File: src/rtl/lpm_pkg.sv
package lpm_pkg;
  localparam int unsigned VSEL_W_DEF = 6;
  localparam int unsigned NUM_WAKE   = 2;

  typedef enum logic {
    LPM_AWAKE = 1'b0,
    LPM_SLEEP = 1'b1
  } lpm_state_e;
endpackage

File: src/rtl/lpm_rst_sync.sv
module lpm_rst_sync #(
  parameter int unsigned STAGES = 2
) (
  input  logic clk,
  input  logic rst_n,
  output logic rst_sync_n
);
  logic [STAGES-1:0] sync_q;
  logic [STAGES-1:0] sync_d;

  always_comb begin
    sync_d = {sync_q[STAGES-2:0], 1'b1};
  end

  always_ff @(posedge clk or negedge rst_n) begin
    if (!rst_n) sync_q <= '0;
    else        sync_q <= sync_d;
  end

  assign rst_sync_n = sync_q[STAGES-1];
endmodule

File: src/rtl/lpm_edge_det.sv
module lpm_edge_det (
  input  logic clk,
  input  logic rst_n,
  input  logic req_i,
  input  logic allow_i,
  output logic gate_o,
  output logic rise_o
);
  logic prev_q;
  logic prev_d;
  logic gate;

  assign gate = req_i & allow_i;

  always_comb begin
    prev_d = gate;
  end

  // Reset to 1: a level already high when reset ends is not an edge.
  always_ff @(posedge clk or negedge rst_n) begin
    if (!rst_n) prev_q <= 1'b1;
    else        prev_q <= prev_d;
  end

  assign gate_o = gate;
  assign rise_o = gate & ~prev_q;
endmodule

File: src/rtl/lpm_mode_fsm.sv
module lpm_mode_fsm
  import lpm_pkg::*;
#(
  parameter int unsigned N_WAKE = NUM_WAKE
) (
  input  logic              clk,
  input  logic              rst_n,
  input  logic              gate_i,
  input  logic              rise_i,
  input  logic [N_WAKE-1:0] wake_i,
  output logic              lp_o
);
  lpm_state_e state_q;
  lpm_state_e state_d;
  logic [N_WAKE:0] wake_or;
  logic exit_req;

  assign wake_or[0] = 1'b0;
  for (genvar g = 0; g < N_WAKE; g++) begin : g_wake
    assign wake_or[g+1] = wake_or[g] | wake_i[g];
  end

  assign exit_req = wake_or[N_WAKE] | ~gate_i;

  always_comb begin
    state_d = state_q;
    if (exit_req)    state_d = LPM_AWAKE;
    else if (rise_i) state_d = LPM_SLEEP;
  end

  always_ff @(posedge clk or negedge rst_n) begin
    if (!rst_n) state_q <= LPM_AWAKE;
    else        state_q <= state_d;
  end

  assign lp_o = (state_q == LPM_SLEEP);
endmodule

File: src/rtl/lpm_vsel_hold.sv
module lpm_vsel_hold #(
  parameter int unsigned VSEL_W = 6
) (
  input  logic              clk,
  input  logic              rst_n,
  input  logic              lp_i,
  input  logic              coff_cfg_i,
  input  logic [VSEL_W-1:0] norm_i,
  input  logic [VSEL_W-1:0] preset_i,
  output logic [VSEL_W-1:0] vsel_o,
  output logic              core_off_o
);
  logic [VSEL_W-1:0] held_q;
  logic [VSEL_W-1:0] held_d;
  logic              held_en;

  assign held_en = ~lp_i;

  always_comb begin
    held_d = held_q;
    if (held_en) held_d = norm_i;
  end

  always_ff @(posedge clk or negedge rst_n) begin
    if (!rst_n) held_q <= '0;
    else        held_q <= held_d;
  end

  assign vsel_o     = lp_i ? preset_i : held_q;
  assign core_off_o = lp_i & coff_cfg_i;
endmodule

File: src/rtl/lpm_ctrl.sv
module lpm_ctrl
  import lpm_pkg::*;
#(
  parameter int unsigned VSEL_W     = VSEL_W_DEF,
  parameter int unsigned RST_STAGES = 2
) (
  input  logic              clk,
  input  logic              rst_n,
  input  logic              sleep_req_i,
  input  logic              sleep_allow_i,
  input  logic              core_off_cfg_i,
  input  logic              btn_wake_i,
  input  logic              hrst_wake_i,
  input  logic [VSEL_W-1:0] vsel_norm_i,
  input  logic [VSEL_W-1:0] vsel_lp_i,
  output logic              lp_active_o,
  output logic [VSEL_W-1:0] core_vsel_o,
  output logic              core_off_o
);
  logic rst_int_n;
  logic gate;
  logic rise;
  logic lp;
  logic [NUM_WAKE-1:0] wake_vec;

  assign wake_vec = {hrst_wake_i, btn_wake_i};

  lpm_rst_sync #(.STAGES(RST_STAGES)) u_rst (
    .clk        (clk),
    .rst_n      (rst_n),
    .rst_sync_n (rst_int_n)
  );

  lpm_edge_det u_edge (
    .clk     (clk),
    .rst_n   (rst_int_n),
    .req_i   (sleep_req_i),
    .allow_i (sleep_allow_i),
    .gate_o  (gate),
    .rise_o  (rise)
  );

  lpm_mode_fsm #(.N_WAKE(NUM_WAKE)) u_fsm (
    .clk    (clk),
    .rst_n  (rst_int_n),
    .gate_i (gate),
    .rise_i (rise),
    .wake_i (wake_vec),
    .lp_o   (lp)
  );

  lpm_vsel_hold #(.VSEL_W(VSEL_W)) u_vsel (
    .clk        (clk),
    .rst_n      (rst_int_n),
    .lp_i       (lp),
    .coff_cfg_i (core_off_cfg_i),
    .norm_i     (vsel_norm_i),
    .preset_i   (vsel_lp_i),
    .vsel_o     (core_vsel_o),
    .core_off_o (core_off_o)
  );

  assign lp_active_o = lp;
endmodule

File: config.mk
export PLATFORM = sky130hd
export DESIGN_NAME = lpm_ctrl
export DESIGN_NICKNAME = d
export VERILOG_FILES = /design/src/rtl/lpm_pkg.sv /design/src/rtl/lpm_rst_sync.sv /design/src/rtl/lpm_edge_det.sv /design/src/rtl/lpm_mode_fsm.sv /design/src/rtl/lpm_vsel_hold.sv /design/src/rtl/lpm_ctrl.sv
export SDC_FILE = /design/constraint.sdc
export NUM_CORES = 1
export LEC_CHECK = 0
export CAP_MARGIN = 20
export CELL_PAD_IN_SITES_DETAIL_PLACEMENT = 0
export CELL_PAD_IN_SITES_GLOBAL_PLACEMENT = 2
export CORE_MARGIN = 1.5
export CORE_UTILIZATION = 30
export DETAILED_ROUTE_END_ITERATION = 6
export DONT_BUFFER_PORTS = 1
export HOLD_SLACK_MARGIN = 0.02
export PLACE_DENSITY = 0.7
export SLEW_MARGIN = 20
export SYNTH_ARGS = -nofsm -noshare
export SYNTH_HDL_FRONTEND = slang
export SYNTH_HIERARCHICAL = 1
export SYNTH_SLANG_ARGS = --single-unit
File: constraint.sdc
create_clock -name clk -period 1.15 [get_ports clk]
set_input_delay 0.23 -clock clk [delete_from_list [all_inputs] [get_ports clk]]
set_output_delay 0.23 -clock clk [all_outputs]
set_load 0.01 [all_outputs]
==> flow_summary.yaml <==
outcome:
  status: "finished, violations left"
  violations: "setup timing"
synth:
  synth_cell_types: 11
  synth_area_um2: 477
  ys_seq_elements: 10
  synth_top_cell_by_area: "dfrtp_1"
  avgSynthCellArea_um2: 16.4
  yosys.area.top_type_share_pct: 47.2
  synth_warnings: 6
  synth_cells: 29
  synthTopCellsByArea: "dfrtp_1, mux2_4, mux2_2, dfstp_2, nor4b_2"
  synthSimpleGateAreaFrac_pct: 8.66
  synth_compound_area_share_pct: 0
  synth_seq_area_share_pct: 52.8
  synthMuxAreaShare_pct: 35.4
  synth_top_family_by_area: "multiplexers"
  synth-xor-area-share_pct: 0
  yosys.area_share.adder_pct: 0
  synth_nets: 48
worst_setup_path:
  startpoint_type: "flop"
  critPathKind: "flop to output port"
  cp_max_fo: 8
  crit_arrival_ns: 1.14
  cp.required_ns: 0.92
  end_kind: "output port"
detailed_routing:
  totalWireLength_um: 840
  via_count: 284
  drtPass1Iterations: 2
  routed_via_density: 4.98
  drt_iter0_markers: 3
  wl_per_cell_um: 14.7
  drc: 0
  ant_nets: 0
grt:
  grt_use_met2_pct: 17.3
  overflow: 0
  met1_usage_pct: 11.0
  grt_pass1_wl_um: 1370
  top_usage_layer: "met2"
  met3_usage_pct: 6.38
  grtUsageTotal_pct: 11.1
  grt_max_degree: 9
  antenna_found_initial: 0
  grt_pass1_vias: 284
layout:
  diodes: 0
  final_common_cell: "mux2_4"
  drive_gt1_share_pct: 63.4
  synthToLayoutAreaGrowth_pct: 28.9
  nNetsFinal: 61
  mostFrequentLayoutCells: "mux2_4, dfrtp_1, buf_4"
hold_path:
  hp-class: "input pin to flop"
die:
  fp.dieArea_um2: 1840
  initial_core_util_pct: 32.0
  die_w_um: 42.9
  core_um2: 1490
  die_y_um: 42.9
  fp-row-count: 14
  ioPinCount: 27
timing:
  fin_worst_skew_ns: 0.00240
  maxSlewViolCount: 0
  hold_slack_ns: 0.103
  rsz0062_at_grt: "true"
  fin_crit_sh_pct: 119
  fin_crit_ns: 1.37
  finalHoldViolCount: 0
  setup_ws_ns: -0.223
  fmax_mhz: 729
  setup_viol: 8
cts:
  cts_root_buffer: "clkbuf_4"
  clk_path_buf_depth: 2
  cts_tree: "yes"
  clock-sinks: 10
  clk_pin_slew_ns: 0.06
  htreeDepth: 1
  cts-buffers-inserted: 3
  worstSkewPairLatency_ns: 0.26
power_and_ir_drop:
  finalPower_mw: 0.764
  ir_drop_mv: 0.477
  p_per_area_nw_per_um2: 1240
  leakage_nw: 0.276
run:
  drv_cap: 0
placement:
  gp_routability_congestion: 0.669
  io_buffers: 0
[sequential cells by signal, summed over array words and instances, names as in the netlist]
name	cells
u_fsm/lp_o	1
u_edge/prev_q	1
u_vsel/held_q	6
u_rst/sync_q	2
[Yosys cell counts]
master,number
mux2_4,9
mux2_2,3
nor4b_2,1
and3b_1,1
dfstp_2,1
nor2_1,1
conb_1,1
and2_1,1
dfrtp_1,9
and2_2,1
buf_6,1
[through the flow]
| stage | worst slack (ns) | setup TNS (ns) | area [um^2] | cells | utilization [%] |
|---|---|---|---|---|---|
| 2_1_floorplan | 0.00615 | 0 | 478 | 29 | - |
| 3_3_place_gp | 0.0371 | 0 | 522 | 47 | 35.0 |
| 3_5_place_dp | 0.0281 | 0 | 522 | 47 | 35.0 |
| 4_1_cts | -0.236 | -1.66 | 614 | 57 | 41.3 |
| 5_1_grt | -0.264 | -1.90 | 614 | 57 | 41.3 |
| 6_report | -0.223 | -1.57 | 614 | 57 | 41.3 |
[cells by family after synthesis]
family | Yosys count
other | 1
AND/OR/NAND/NOR | 5
buffers and inverters | 1
flip-flops | 10
multiplexers | 12
[where the power goes]
| group | switching, mW | leakage [nW] | internal [mW] | total [mW] |
|---|---|---|---|---|
| Sequential | 0.0133 | 0.116 | 0.370 | 0.384 |
| Clock | 0.122 | 0.0210 | 0.192 | 0.315 |
| Combinational | 0.0222 | 0.139 | 0.0435 | 0.0657 |
| Total | 0.158 | 0.276 | 0.606 | 0.764 |
[final cells by class]
cell class / count / area (um^2)
clock buffers: 4 / 36.3
fillers: 139 / 875
multi-input cells: 18 / 214
flip-flops and latches: 10 / 253
well taps: 16 / 20.0
repair buffers: 9 / 91.3
[per-layer routing]
metal	wire length, um	share of wire, %	up-vias
li1	-	-	126
met1	295	35	142
met2	468	56	16
met3	76	9.0	0
met4	0	0	0
met5	0	0	-
[timing repair]
item / in CTS / in global routing
buffers inserted: 3 / 0
gates resized for setup: 1 / 0
hold endpoints to repair: 3 / 0
hold buffers: 3 / 0
setup endpoints to repair: 8 / 9
[worst paths after layout]
| path | from | to | slack (ns) | cells past startpoint |
|---|---|---|---|---|
| hold reg to reg | u_rst/sync_q[1]$_DFF_PN0_ | u_vsel/held_q[2]$_DFFE_PN0N_ | 0.12 | 0 |
| min in group asynchronous | u_rst/sync_q[1]$_DFF_PN0_ | u_vsel/held_q[2]$_DFFE_PN0N_ | 0.12 | 0 |
| max in group asynchronous | u_rst/sync_q[1]$_DFF_PN0_ | u_edge/prev_q$_DFF_PN1_ | 0.74 | 0 |
| setup / recovery | u_fsm/lp_o$_DFFE_PN0P_ | core_vsel_o[5] | -0.22 | 2 |
| setup reg to reg | u_fsm/lp_o$_DFFE_PN0P_ | u_vsel/held_q[4]$_DFFE_PN0N_ | 0.02 | 3 |
| hold / removal | sleep_allow_i | u_edge/prev_q$_DFF_PN1_ | 0.10 | 1 |
[worst max-delay path: stages (launching register included)]
cell	delay, ns
dfrtp_2	0.43
buf_12	0.14
mux2_4	0.31
(Power assumes the default switching activity.)
